### config.mk
export PLATFORM = sky130hd
export DESIGN_NAME = fpflag_unit
export DESIGN_NICKNAME = d
export VERILOG_FILES = /design/src/rtl/fpflag_pkg.sv /design/src/rtl/fpflag_classify.sv /design/src/rtl/fpflag_decode.sv /design/src/rtl/fpflag_reg.sv /design/src/rtl/fpflag_unit.sv
export SDC_FILE = /design/constraint.sdc
export NUM_CORES = 1
export LEC_CHECK = 0
export BUFFER_PORTS_ARGS = -buffer_cell sky130_fd_sc_hd__buf_2
export CAP_MARGIN = 25
export CORE_UTILIZATION = 32
export DETAILED_ROUTE_END_ITERATION = 10
export PLACE_DENSITY_LB_ADDON = 0.2
export SETUP_SLACK_MARGIN = 0.4
export SLEW_MARGIN = 5
export SYNTH_ARGS = -nofsm -noshare
export SYNTH_HDL_FRONTEND = slang
export SYNTH_SLANG_ARGS = --single-unit
### constraint.sdc
create_clock -name clk -period 2.8 [get_ports clk]
set_clock_uncertainty 0.15 [all_clocks]
set_input_delay 0 -clock clk [delete_from_list [all_inputs] [get_ports clk]]
set_output_delay 0 -clock clk [all_outputs]
set_load 0.01 [all_outputs]
### src/rtl/fpflag_pkg.sv
// Package: shared widths, flag bit positions and operation codes of the
// floating-point status flag unit. Assumes IEEE single-precision layout.
package fpflag_pkg;

    localparam int FLAG_W = 7;
    localparam int OP_W   = 4;

    // Flag positions: neighbours decode these bits, so they are fixed.
    localparam int B_TEST = 6;
    localparam int B_IZ   = 5;
    localparam int B_IN   = 4;
    localparam int B_FZ   = 3;
    localparam int B_FN   = 2;
    localparam int B_UF   = 1;
    localparam int B_OF   = 0;

    typedef enum logic [OP_W-1:0] {
        OP_NOP   = 4'd0,
        OP_MOVA  = 4'd1,
        OP_MOVB  = 4'd2,
        OP_MOVC  = 4'd3,
        OP_ABS   = 4'd4,
        OP_NEG   = 4'd5,
        OP_CMP   = 4'd6,
        OP_MAX   = 4'd7,
        OP_MIN   = 4'd8,
        OP_MUL   = 4'd9,
        OP_ADD   = 4'd10,
        OP_SUB   = 4'd11,
        OP_MAC   = 4'd12,
        OP_RCP   = 4'd13,
        OP_RSQ   = 4'd14,
        OP_TEST  = 4'd15
    } op_e;

    // Which flag groups one operation class refreshes.
    typedef struct packed {
        logic upd_int;
        logic upd_fp;
        logic upd_test;
        logic arith;
    } upd_t;

endpackage

### src/rtl/fpflag_classify.sv
// Module: fpflag_classify
// Forms the integer and float zero/negative indications of one value.
// Assumes a sign bit on top, then EXP_W exponent bits, then the mantissa.
// A zero exponent (true zero, negative zero, denormal) reads as positive zero.
module fpflag_classify #(
    parameter int DATA_W = 32,
    parameter int EXP_W  = 8
) (
    input  logic [DATA_W-1:0] value_i,
    output logic              int_zero_o,
    output logic              int_neg_o,
    output logic              fp_zero_o,
    output logic              fp_neg_o
);
    localparam int SIGN_B = DATA_W - 1;
    localparam int EXP_HI = DATA_W - 2;
    localparam int EXP_LO = DATA_W - 1 - EXP_W;

    logic exp_is_zero;

    // Integer view: plain two's complement test.
    always_comb begin
        int_zero_o = (value_i == '0);
        int_neg_o  = value_i[SIGN_B];
    end

    // Float view: a zero exponent field forces positive zero.
    always_comb begin
        exp_is_zero = (value_i[EXP_HI:EXP_LO] == '0);
        fp_zero_o   = exp_is_zero;
        fp_neg_o    = value_i[SIGN_B] & ~exp_is_zero;
    end

endmodule

### src/rtl/fpflag_decode.sv
// Module: fpflag_decode
// Maps an operation code to the flag groups it refreshes.
// Assumes at most one operation per cycle; unknown or idle codes refresh nothing.
module fpflag_decode
    import fpflag_pkg::*;
(
    input  logic [OP_W-1:0] op_i,
    output upd_t            upd_o
);
    // Decode one operation class into update enables.
    always_comb begin
        upd_o = '0;
        case (op_e'(op_i))
            OP_MOVA, OP_MOVB, OP_MOVC: begin
                upd_o.upd_int = 1'b1;
                upd_o.upd_fp  = 1'b1;
            end
            OP_ABS, OP_NEG, OP_CMP, OP_MAX, OP_MIN:
                upd_o.upd_fp = 1'b1;
            OP_MUL, OP_ADD, OP_SUB, OP_MAC, OP_RCP, OP_RSQ:
                upd_o.arith = 1'b1;
            OP_TEST:
                upd_o.upd_test = 1'b1;
            default: upd_o = '0;
        endcase
    end

endmodule

### src/rtl/fpflag_reg.sv
// Module: fpflag_reg
// Flag register with a per-bit merge. Precedence per bit, highest first:
// direct write, operation update, clear request, hold.
// Assumes synchronous active-low reset.
module fpflag_reg #(
    parameter int W = 7
) (
    input  logic         clk,
    input  logic         rst_n,
    input  logic         wr_en_i,
    input  logic [W-1:0] wr_mask_i,
    input  logic [W-1:0] wr_data_i,
    input  logic [W-1:0] upd_en_i,
    input  logic [W-1:0] upd_val_i,
    input  logic [W-1:0] clr_i,
    output logic [W-1:0] q_o
);
    logic [W-1:0] nxt;

    // Per-bit next-value selection by precedence.
    for (genvar b = 0; b < W; b++) begin : g_bit
        always_comb begin
            if (wr_en_i && wr_mask_i[b])
                nxt[b] = wr_data_i[b];
            else if (upd_en_i[b])
                nxt[b] = upd_val_i[b];
            else if (clr_i[b])
                nxt[b] = 1'b0;
            else
                nxt[b] = q_o[b];
        end
    end

    // State register with synchronous reset.
    always_ff @(posedge clk) begin
        if (!rst_n)
            q_o <= '0;
        else
            q_o <= nxt;
    end

endmodule

### src/rtl/fpflag_unit.sv
// Module: fpflag_unit (top)
// Floating-point status flag unit: refreshes seven flags from per-cycle
// operation results, keeps sticky under/overflow, accepts a masked direct
// write and a copy-out that exports the old flags and clears the sticky pair.
// Assumes one operation code per cycle and a single-precision value layout.
module fpflag_unit
    import fpflag_pkg::*;
#(
    parameter int DATA_W = 32,
    parameter int EXP_W  = 8
) (
    input  logic              clk,
    input  logic              rst_n,
    input  logic [OP_W-1:0]   op_i,
    input  logic [DATA_W-1:0] value_i,
    input  logic              uf_i,
    input  logic              of_i,
    input  logic              cond_i,
    input  logic              wr_en_i,
    input  logic [FLAG_W-1:0] wr_mask_i,
    input  logic [FLAG_W-1:0] wr_data_i,
    input  logic              copy_i,
    output logic [FLAG_W-1:0] flags_o,
    output logic [FLAG_W-1:0] copy_o
);
    upd_t              upd;
    logic              iz, ineg, fz, fneg;
    logic [FLAG_W-1:0] upd_en, upd_val, clr;

    fpflag_decode u_dec (
        .op_i  (op_i),
        .upd_o (upd)
    );

    fpflag_classify #(
        .DATA_W (DATA_W),
        .EXP_W  (EXP_W)
    ) u_cls (
        .value_i    (value_i),
        .int_zero_o (iz),
        .int_neg_o  (ineg),
        .fp_zero_o  (fz),
        .fp_neg_o   (fneg)
    );

    // Gather per-flag update enables and values from the decoded class.
    always_comb begin
        upd_en  = '0;
        upd_val = '0;
        upd_en[B_TEST]  = upd.upd_test;
        upd_val[B_TEST] = cond_i;
        upd_en[B_IZ]    = upd.upd_int;
        upd_val[B_IZ]   = iz;
        upd_en[B_IN]    = upd.upd_int;
        upd_val[B_IN]   = ineg;
        upd_en[B_FZ]    = upd.upd_fp;
        upd_val[B_FZ]   = fz;
        upd_en[B_FN]    = upd.upd_fp;
        upd_val[B_FN]   = fneg;
        upd_en[B_UF]    = upd.arith & uf_i;
        upd_val[B_UF]   = 1'b1;
        upd_en[B_OF]    = upd.arith & of_i;
        upd_val[B_OF]   = 1'b1;
    end

    // Copy-out clears only the sticky pair.
    always_comb begin
        clr       = '0;
        clr[B_UF] = copy_i;
        clr[B_OF] = copy_i;
    end

    fpflag_reg #(
        .W (FLAG_W)
    ) u_reg (
        .clk       (clk),
        .rst_n     (rst_n),
        .wr_en_i   (wr_en_i),
        .wr_mask_i (wr_mask_i),
        .wr_data_i (wr_data_i),
        .upd_en_i  (upd_en),
        .upd_val_i (upd_val),
        .clr_i     (clr),
        .q_o       (flags_o)
    );

    // Export the pre-edge flags while a copy is strobed.
    always_comb copy_o = copy_i ? flags_o : '0;

endmodule

### Word-level counts from Yosys, hierarchy flattened

Index checks and enable logic that the tools add are counted.
W data, S select, Z words.

| word-level totals | value |
|---|---|
| flip-flop bits (word level) | 7 |
| input port bits | 57 |
| output and inout bits | 14 |
| logic and storage cells | 65 |

| cells by class | value |
|---|---|
| equality and inequality tests | 15 |
| multiplexer cells | 20 |
| bitwise operators | 4 |
| reduce and logical (&&, ||, !) cells | 19 |

Operator list:

| operator | count |
|---|---|
| $eq A4 B4 Y1 const B | 8 |
| $logic_not A32 Y1 | 1 |
| $mux W1 | 19 |
| $eq A4 B3 Y1 const B | 4 |
| $reduce_bool A2 Y1 | 5 |
| $eq A4 B2 Y1 const B | 2 |
| $logic_not A8 Y1 | 1 |
| $reduce_or A8 Y1 | 1 |
| $logic_and A1 B1 Y1 | 7 |
| $mux W7 | 1 |
| $reduce_bool A3 Y1 | 2 |
| $reduce_or A6 Y1 | 1 |
| $eq A4 B1 Y1 const B | 1 |
| $and A1 B1 Y1 | 3 |
| $reduce_or A3 Y1 | 1 |
| $not A1 Y1 | 1 |

### Logic depth before layout (Yosys ltp)

Gate-level depths: netlist (run 1).

| logic depth | value |
|---|---|
| depth in word-level cells | 6 |
| mapped depth | 4 |

### Modules after synthesis

From an unflattened synthesis (run 1), not the netlist that was laid out.

| second synthesis, totals | value |
|---|---|
| cell total of the unflattened synthesis | 69 |
| area, all modules | 580.6 um^2 |

By module, submodules not included:

| module | times used | cells each | area each (um^2) |
|---|---|---|---|
| fpflag_reg | 1 | 36 | 375.4 |
| fpflag_classify | 1 | 15 | 91.3 |
| fpflag_unit | 1 | 11 | 63.8 |
| fpflag_decode | 1 | 7 | 50.0 |

### Worst setup path after synthesis (run 1)

OpenSTA, ideal clock, no wires.

| timing | value |
|---|---|
| path type | in2reg |
| from | input op_i[1] |
| to | register u_reg.q_o[2] |
| setup time | 79 ps |
| arrival | 863 ps |
| path slack | 1,708 ps |
| stages | 4 |
| buffers on the path | 0 |
| path through | or3_4 > xor2_2 > and3b_2 > a211oi_2 |

| on the way | value |
|---|---|
| longest elaborated chain between the ends | 4 |
| elaborated cells between the ends (all ways) | 11 |
| classes of those cells | eq/ne (8); mux (1); reduce/logical (2) |

RTL lines:

| what | line | text |
|---|---|---|
| from (decl) | fpflag_unit.sv:14 | `input logic [OP_W-1:0] op_i,` |
| $eq A4 B3 Y1, or another cell as far along | fpflag_decode.sv:13 | `case (op_e'(op_i))` |
| $reduce_or A8 Y1 (no line) * | n/a |  |
| $mux W1 * | fpflag_decode.sv:13 |  |
| $reduce_bool A2 Y1 (no line) * | n/a |  |
| to (signal assigned) | fpflag_reg.sv:39 | `q_o <= nxt;` |
| to (decl) | fpflag_reg.sv:16 | `output logic [W-1:0] q_o` |

Mark *: on every way between the ends. The rest lies on a longest branch, timed or not.
A chain may end at the register's enable or synchronous reset.

### Worst setup path in the final report (run 1)

| timing | value |
|---|---|
| from | input value_i[22] |
| to | register u_reg.q_o[5] |

| on the way | value |
|---|---|
| longest elaborated chain between the ends | 3 |

RTL lines:

| what | line | text |
|---|---|---|
| from (decl) | fpflag_unit.sv:15 | `input logic [DATA_W-1:0] value_i,` |
| $logic_not A32 Y1 | fpflag_classify.sv:23 | `int_zero_o = (value_i == '0);` |
| $mux W1 | fpflag_reg.sv:25 | `else if (upd_en_i[b])` |
| $mux W1 | fpflag_reg.sv:23 | `if (wr_en_i && wr_mask_i[b])` |

Every way passes these cells. The select of a mux whose other input is x is not followed.

==> flow_summary.yaml, run 1 <==
run_status:
  violations: "negative hold slack"
  status: "complete, but fails checks"
setup_path:
  path_cells: "dlygate4sd3_1, buf_2, nor4_1, dlygate4sd3_1, nand3_1, dlygate4sd3_1, o21ai_0"
  cp_max_fo: 1
  crit_path_start_kind: "input pin"
  slowest_delay_ns: 0.58
  cp.arrival_ns: 2.16
  crit_path_top_delay_cell: "dlygate4sd3_1"
  worstPathRequired_ns: 2.83
  reg2reg_depth: 3
  crit_type: "input pin to flip-flop"
  endpoint_kind: "flip-flop"
  cpMostUsedCell: "dlygate4sd3_1"
power:
  total_power_uw: 339
  p_per_area_nw_per_um2: 279
  peakVddDrop_mv: 0.161
  p_leak_uw: 0.000626
placed_design:
  port_buffers: 70
  routabilityCongestion: 0.783
  hpwl_um: 1470
  post_dp_cell_area_um2: 881
final_layout:
  final_area_um2: 1220
  postLayoutCoreUtil: 0.808
  top_register: "u_reg.q_o"
  fillerInstances: 118
  antenna_cells: 0
  area_growth_pct: 138
  layout-drive-gt1-share: 0.448
  final_nets: 230
  top_regs: "u_reg.q_o: 7 flops"
  final-seq-area_um2: 140
  multi_input_area_um2: 367
  largest_reg_flops: 7
yosys:
  synth_area_um2: 510
  synth_cell_types: 24
  async_flop_share: 0
  synth_area_leaders: "dfxtp_1, nor4_1, and2_1"
  synth_seq_area_share: 0.275
  syn_inst: 67
  post-synth-top-area-cell: "dfxtp_1"
  synth-seq-cells: 7
  synthDominantCellAreaShare: 0.275
  syn_avg_cell_area_um2: 7.62
  dominantRegCellSynth: "dfxtp_1"
  synth_nets: 124
  synth_common_cells: "nand2_1, nor4_1, and2_1, dfxtp_1, o21ai_0"
  synth-edff-count: 0
  yosysWarnings: 0
routing:
  routedWlPerCell_um: 11.9
  num_vias: 945
  drtIter0Drc: 18
  dr.pass1.iters: 6
  vias_per_cell: 5.03
  drt-total-wl_um: 2230
  ant_nets: 0
  drc: 0
run:
  cap_violations: 0
timing:
  hold_viol: 1
  relSlewSlack: 0.770
  fin_tns_setup_ns: 0
  max_freq_mhz: 471
  setup_viol: 0
  hold-worst-slack_ns: -0.00201
  fin_crit_sh: 0.758
  drv_slew: 0
  period_needed_ns: 2.12
  worst_pin_slew_ns: 0.342
  rsz0062_at_grt: "no"
clocking:
  clk_latency_ns: 0.26
  cts.clk_slew.worst_paths_ns: 0.05
  cts_buffers: 3
  root_buffer: "clkbuf_4"
  cts_tree: "done"
  cts_resized: 0
  clock_path_buffers: 2
  cts_sinks: 7
  htree_levels: 1
floorplan:
  io_pins: 71
  die_area_um2: 1760
  die_h_um: 41.9
  core_area_um2: 1510
  fp.dieW_um: 41.9
  start_util: 0.339
  fp-row-count: 14
hold_path:
  worstHoldPathCells: 5
  hp-class: "input pin to flip-flop"
global_route:
  gr-total-overflow: 0
  grt_usage: 0.272
  antenna_found_initial: 0
  grt_start_max_net_pins: 10
  grt_first_pass_wirelength_um: 3620
  first_global_vias: 901
repair_timing:
action | CTS | global route
setup buffers | 0 | 0
endpoints found under the hold margin | 7 | 0
hold buffers | 31 | 0
cells by family after synthesis:
kind of cell           share of synthesized area
AND/OR/NAND/NOR                            0.466
AO/OA/AOI/OAI                              0.181
flip-flops                                 0.275
multiplexers                              0.0392
XOR/XNOR                                  0.0319
buffers and inverters                    0.00735
layout by cell type, fill, tap and decap left out:
cell and n:
a21o_1 1, or3_4 1, a211oi_2 1, dlygate4sd3_1 31, nand2b_1 2, nor3b_1 1
mux2i_1 2, a211oi_1 2, and2_1 7, nand4_1 4, buf_2 70, nor4_1 8
and3b_2 1, a31oi_1 2, inv_1 1, and3_1 1, nand2_1 8, o21ai_0 6
dfxtp_1 7, a21boi_0 1, xor2_2 1, clkbuf_1 1, nor3_1 2, nor2_1 4
o31ai_1 1, or3_1 1, clkbuf_4 3, nand3_1 2
layout make-up:
cell class,instances,area share
tap,16,0.0164
sequential,7,0.115
multi-input combinational,59,0.301
inverter,1,0.00308
timing repair buffer,101,0.543
clock buffer,4,0.0216
stage by stage:
stage	hold slack, ns	std cells	setup WS [ns]
global placement	0.120	153	1.55
finish	-0.00201	188	0.679
global route	0.0174	188	0.589
CTS	0.00145	188	0.698
floorplan	-0.0133	67	1.71
detailed placement	0.127	153	1.50
path summary, 6_finish.rpt:
kind / start / to / slack (ns)
setup / recovery: value_i[22] / u_reg.q_o[5]$_SDFFE_PN0P_ / 0.68
hold reg to reg: u_reg.q_o[5]$_SDFFE_PN0P_ / u_reg.q_o[5]$_SDFFE_PN0P_ / 0.45
setup reg to reg: u_reg.q_o[4]$_SDFFE_PN0P_ / u_reg.q_o[4]$_SDFFE_PN0P_ / 1.34
hold / removal: value_i[24] / u_reg.q_o[5]$_SDFFE_PN0P_ / -0.002
report_power, final:
part | switching [uW] | internal [uW]
Clock | 39.2 | 54.5
Combinational | 51.7 | 80.6
Sequential | 5.49 | 108
Total | 96.4 | 243
metal layers:
layer / track usage / vias up / share of wire
li1: - / 466 / -
met1: 0.271 / 441 / 0.37
met2: 0.522 / 34 / 0.56
met3: 0.0652 / 4 / 0.045
met4: 0.116 / 0 / 0.019
met5: 0 / - / 0
critical path: cells and delay by family:
kind,cells,cell delay [ns]
simple gates,2,0.22
compound gates,1,0.14
buf+inv,4,1.80
(Power assumes the default switching activity.)
==> inputs of run 2 (changes only) <==
--- a/config.mk
+++ b/config.mk
@@ -7,7 +7,7 @@
 export LEC_CHECK = 0
 export BUFFER_PORTS_ARGS = -buffer_cell sky130_fd_sc_hd__buf_2
 export CAP_MARGIN = 25
-export CORE_UTILIZATION = 32
+export CORE_UTILIZATION = 29
 export DETAILED_ROUTE_END_ITERATION = 10
 export PLACE_DENSITY_LB_ADDON = 0.2
 export SETUP_SLACK_MARGIN = 0.4
==> constraint.sdc (replaced) <==
create_clock -name clk -period 2.1 [get_ports clk]
set_clock_uncertainty 0.15 [all_clocks]
set_input_delay 0 -clock clk [delete_from_list [all_inputs] [get_ports clk]]
set_output_delay 0 -clock clk [all_outputs]
set_load 0.01 [all_outputs]
==> flow_summary.yaml, run 2 (synthesized netlist as in run 1, its figures left out) <==
run_status:
  status: "complete, no violations"
setup_path:
  crit_type: "input pin to flip-flop"
  path_cells: "dlygate4sd3_1, buf_2, nor4_2, dlygate4sd3_1, nand3_1, o21ai_1"
  cp_max_fo: 1
  crit_path_top_delay_cell: "dlygate4sd3_1"
  cpMostUsedCell: "dlygate4sd3_1"
  endpoint_kind: "flip-flop"
  r2r_start: "u_reg.q_o[4]$_SDFFE_PN0P_"
  worstPathRequired_ns: 2.14
  critPathLaunch: "value_i[22]"
  crit_path_start_kind: "input pin"
  cp.arrival_ns: 1.67
  slowest_delay_ns: 0.60
power:
  peakVddDrop_mv: 0.447
  switching_share: 0.312
  p_int_uw: 346
  clock_power_share: 0.264
  p_leak_uw: 0.000670
  p_per_area_nw_per_um2: 362
  p_comb_frac: 0.435
  total_power_uw: 503
  p_switching_uw: 157
  seqPwrFrac: 0.301
routing:
  num_vias: 1151
  vias_per_cell: 5.64
  dr.pass1.iters: 6
  routedWlPerCell_um: 17.3
  drt-total-wl_um: 3520
  drc: 0
  ant_nets: 0
  drtIter0Drc: 52
timing:
  fin_crit_sh: 0.776
  relSlewSlack: 0.755
  period_needed_ns: 1.63
  worst_pin_slew_ns: 0.364
  hold_viol: 0
  max_freq_mhz: 614
  drv_slew: 0
  rsz0062_at_grt: "no"
  setup_viol: 0
  fin_tns_setup_ns: 0
floorplan:
  die_area_um2: 1930
  die_h_um: 44.0
  io_pins: 71
  core_area_um2: 1580
  fp.dieW_um: 44.0
  fp-row-count: 14
  start_util: 0.324
final_layout:
  final_nets: 246
  top_regs: "u_reg.q_o: 7 flops"
  top_register: "u_reg.q_o"
  antenna_cells: 0
  area_growth_pct: 172
  mostFrequentLayoutCells: "buf_2, dlygate4sd3_1, nand2_1, and2_1, dfxtp_1"
  layout-drive-gt1-share: 0.420
  final_common_cell: "buf_2"
  largest_reg_flops: 7
clocking:
  clock_path_buffers: 2
  clk_latency_ns: 0.26
  root_buffer: "clkbuf_4"
  cts_buffers: 3
  cts_sinks: 7
  cts.clk_slew.worst_paths_ns: 0.06
  htree_levels: 1
  post_cts_buffers: 0
  cts_tree: "done"
global_route:
  gr-total-overflow: 0
  antenna_found_initial: 0
  grt_usage: 0.355
  first_global_vias: 1157
  grt_first_pass_wirelength_um: 4870
  grt_start_max_net_pins: 10
placed_design:
  routabilityCongestion: 0.764
  port_buffers: 70
  hpwl_um: 1450
run:
  cap_violations: 0
hold_path:
  hp-class: "input pin to flip-flop"
  min-delay-start: "value_i[29]"
run 2: cell count changes in the layout (fill, tap and decap cells not counted):
cell	change
nor4_1	-2
o21ai_1	+1
dlygate4sd3_1	+16
nor4_2	+2
o21ai_0	-1
run 2: metrics by stage:
step                hold slack, ns  worst slack, ns  area [um2]  utilization  cells
floorplan                  -0.0133             1.01         510            -     67
global placement             0.119            0.820         881        0.559    153
detailed placement           0.140            0.795         881        0.559    153
CTS                      0.0000363            0.460        1360        0.861    202
global route                0.0300            0.417        1390        0.882    204
finish                     0.00589            0.470        1390        0.882    204
run 2: power by group through the flow:
stage	Combinational, uW	Clock, uW	Sequential (uW)
floorplan	44.3	0	158
global placement	127	0	153
detailed placement	131	0	153
CTS	194	128	150
global route	232	138	152
finish	219	133	151
run 2: cell type report:
cell class                      count  area [um2]
Clock buffer                        4        26.3
Timing Repair Buffer              117         821
Sequential cell                     7         140
Inverter                            1        3.75
Tap cell                           16        20.0
Fill cell                          83         186
Multi-Input combinational cell     59         379
run 2: metal layers:
metal  GRT usage  vias to the layer above  share of wire
li1            -                      498              -
met1       0.335                      515           0.33
met2       0.693                      104           0.48
met3      0.0750                       34          0.098
met4       0.200                        0          0.094
met5           0                        -              0
run 2: final timing paths:
kind                                to  slack (ns)  cells after the start
max          u_reg.q_o[5]$_SDFFE_PN0P_        0.47                      6
min          u_reg.q_o[5]$_SDFFE_PN0P_       0.006                      5
max reg2reg  u_reg.q_o[4]$_SDFFE_PN0P_        1.12                      2
min reg2reg  u_reg.q_o[1]$_SDFFE_PN0P_        0.37                      2
run 2: critical path, delay by kind of cell:
kind                   cells  cell delay [ns]
buffers and inverters      3             1.28
AND/OR/NAND/NOR            2             0.24
AO/OA/AOI/OAI              1             0.16
run 2: what timing repair did:
item / in CTS / in global routing
hold endpoints to repair: 7 / 1
hold buffers: 45 / 3
setup endpoints to repair: 0 / 1
gates resized for setup: 0 / 3
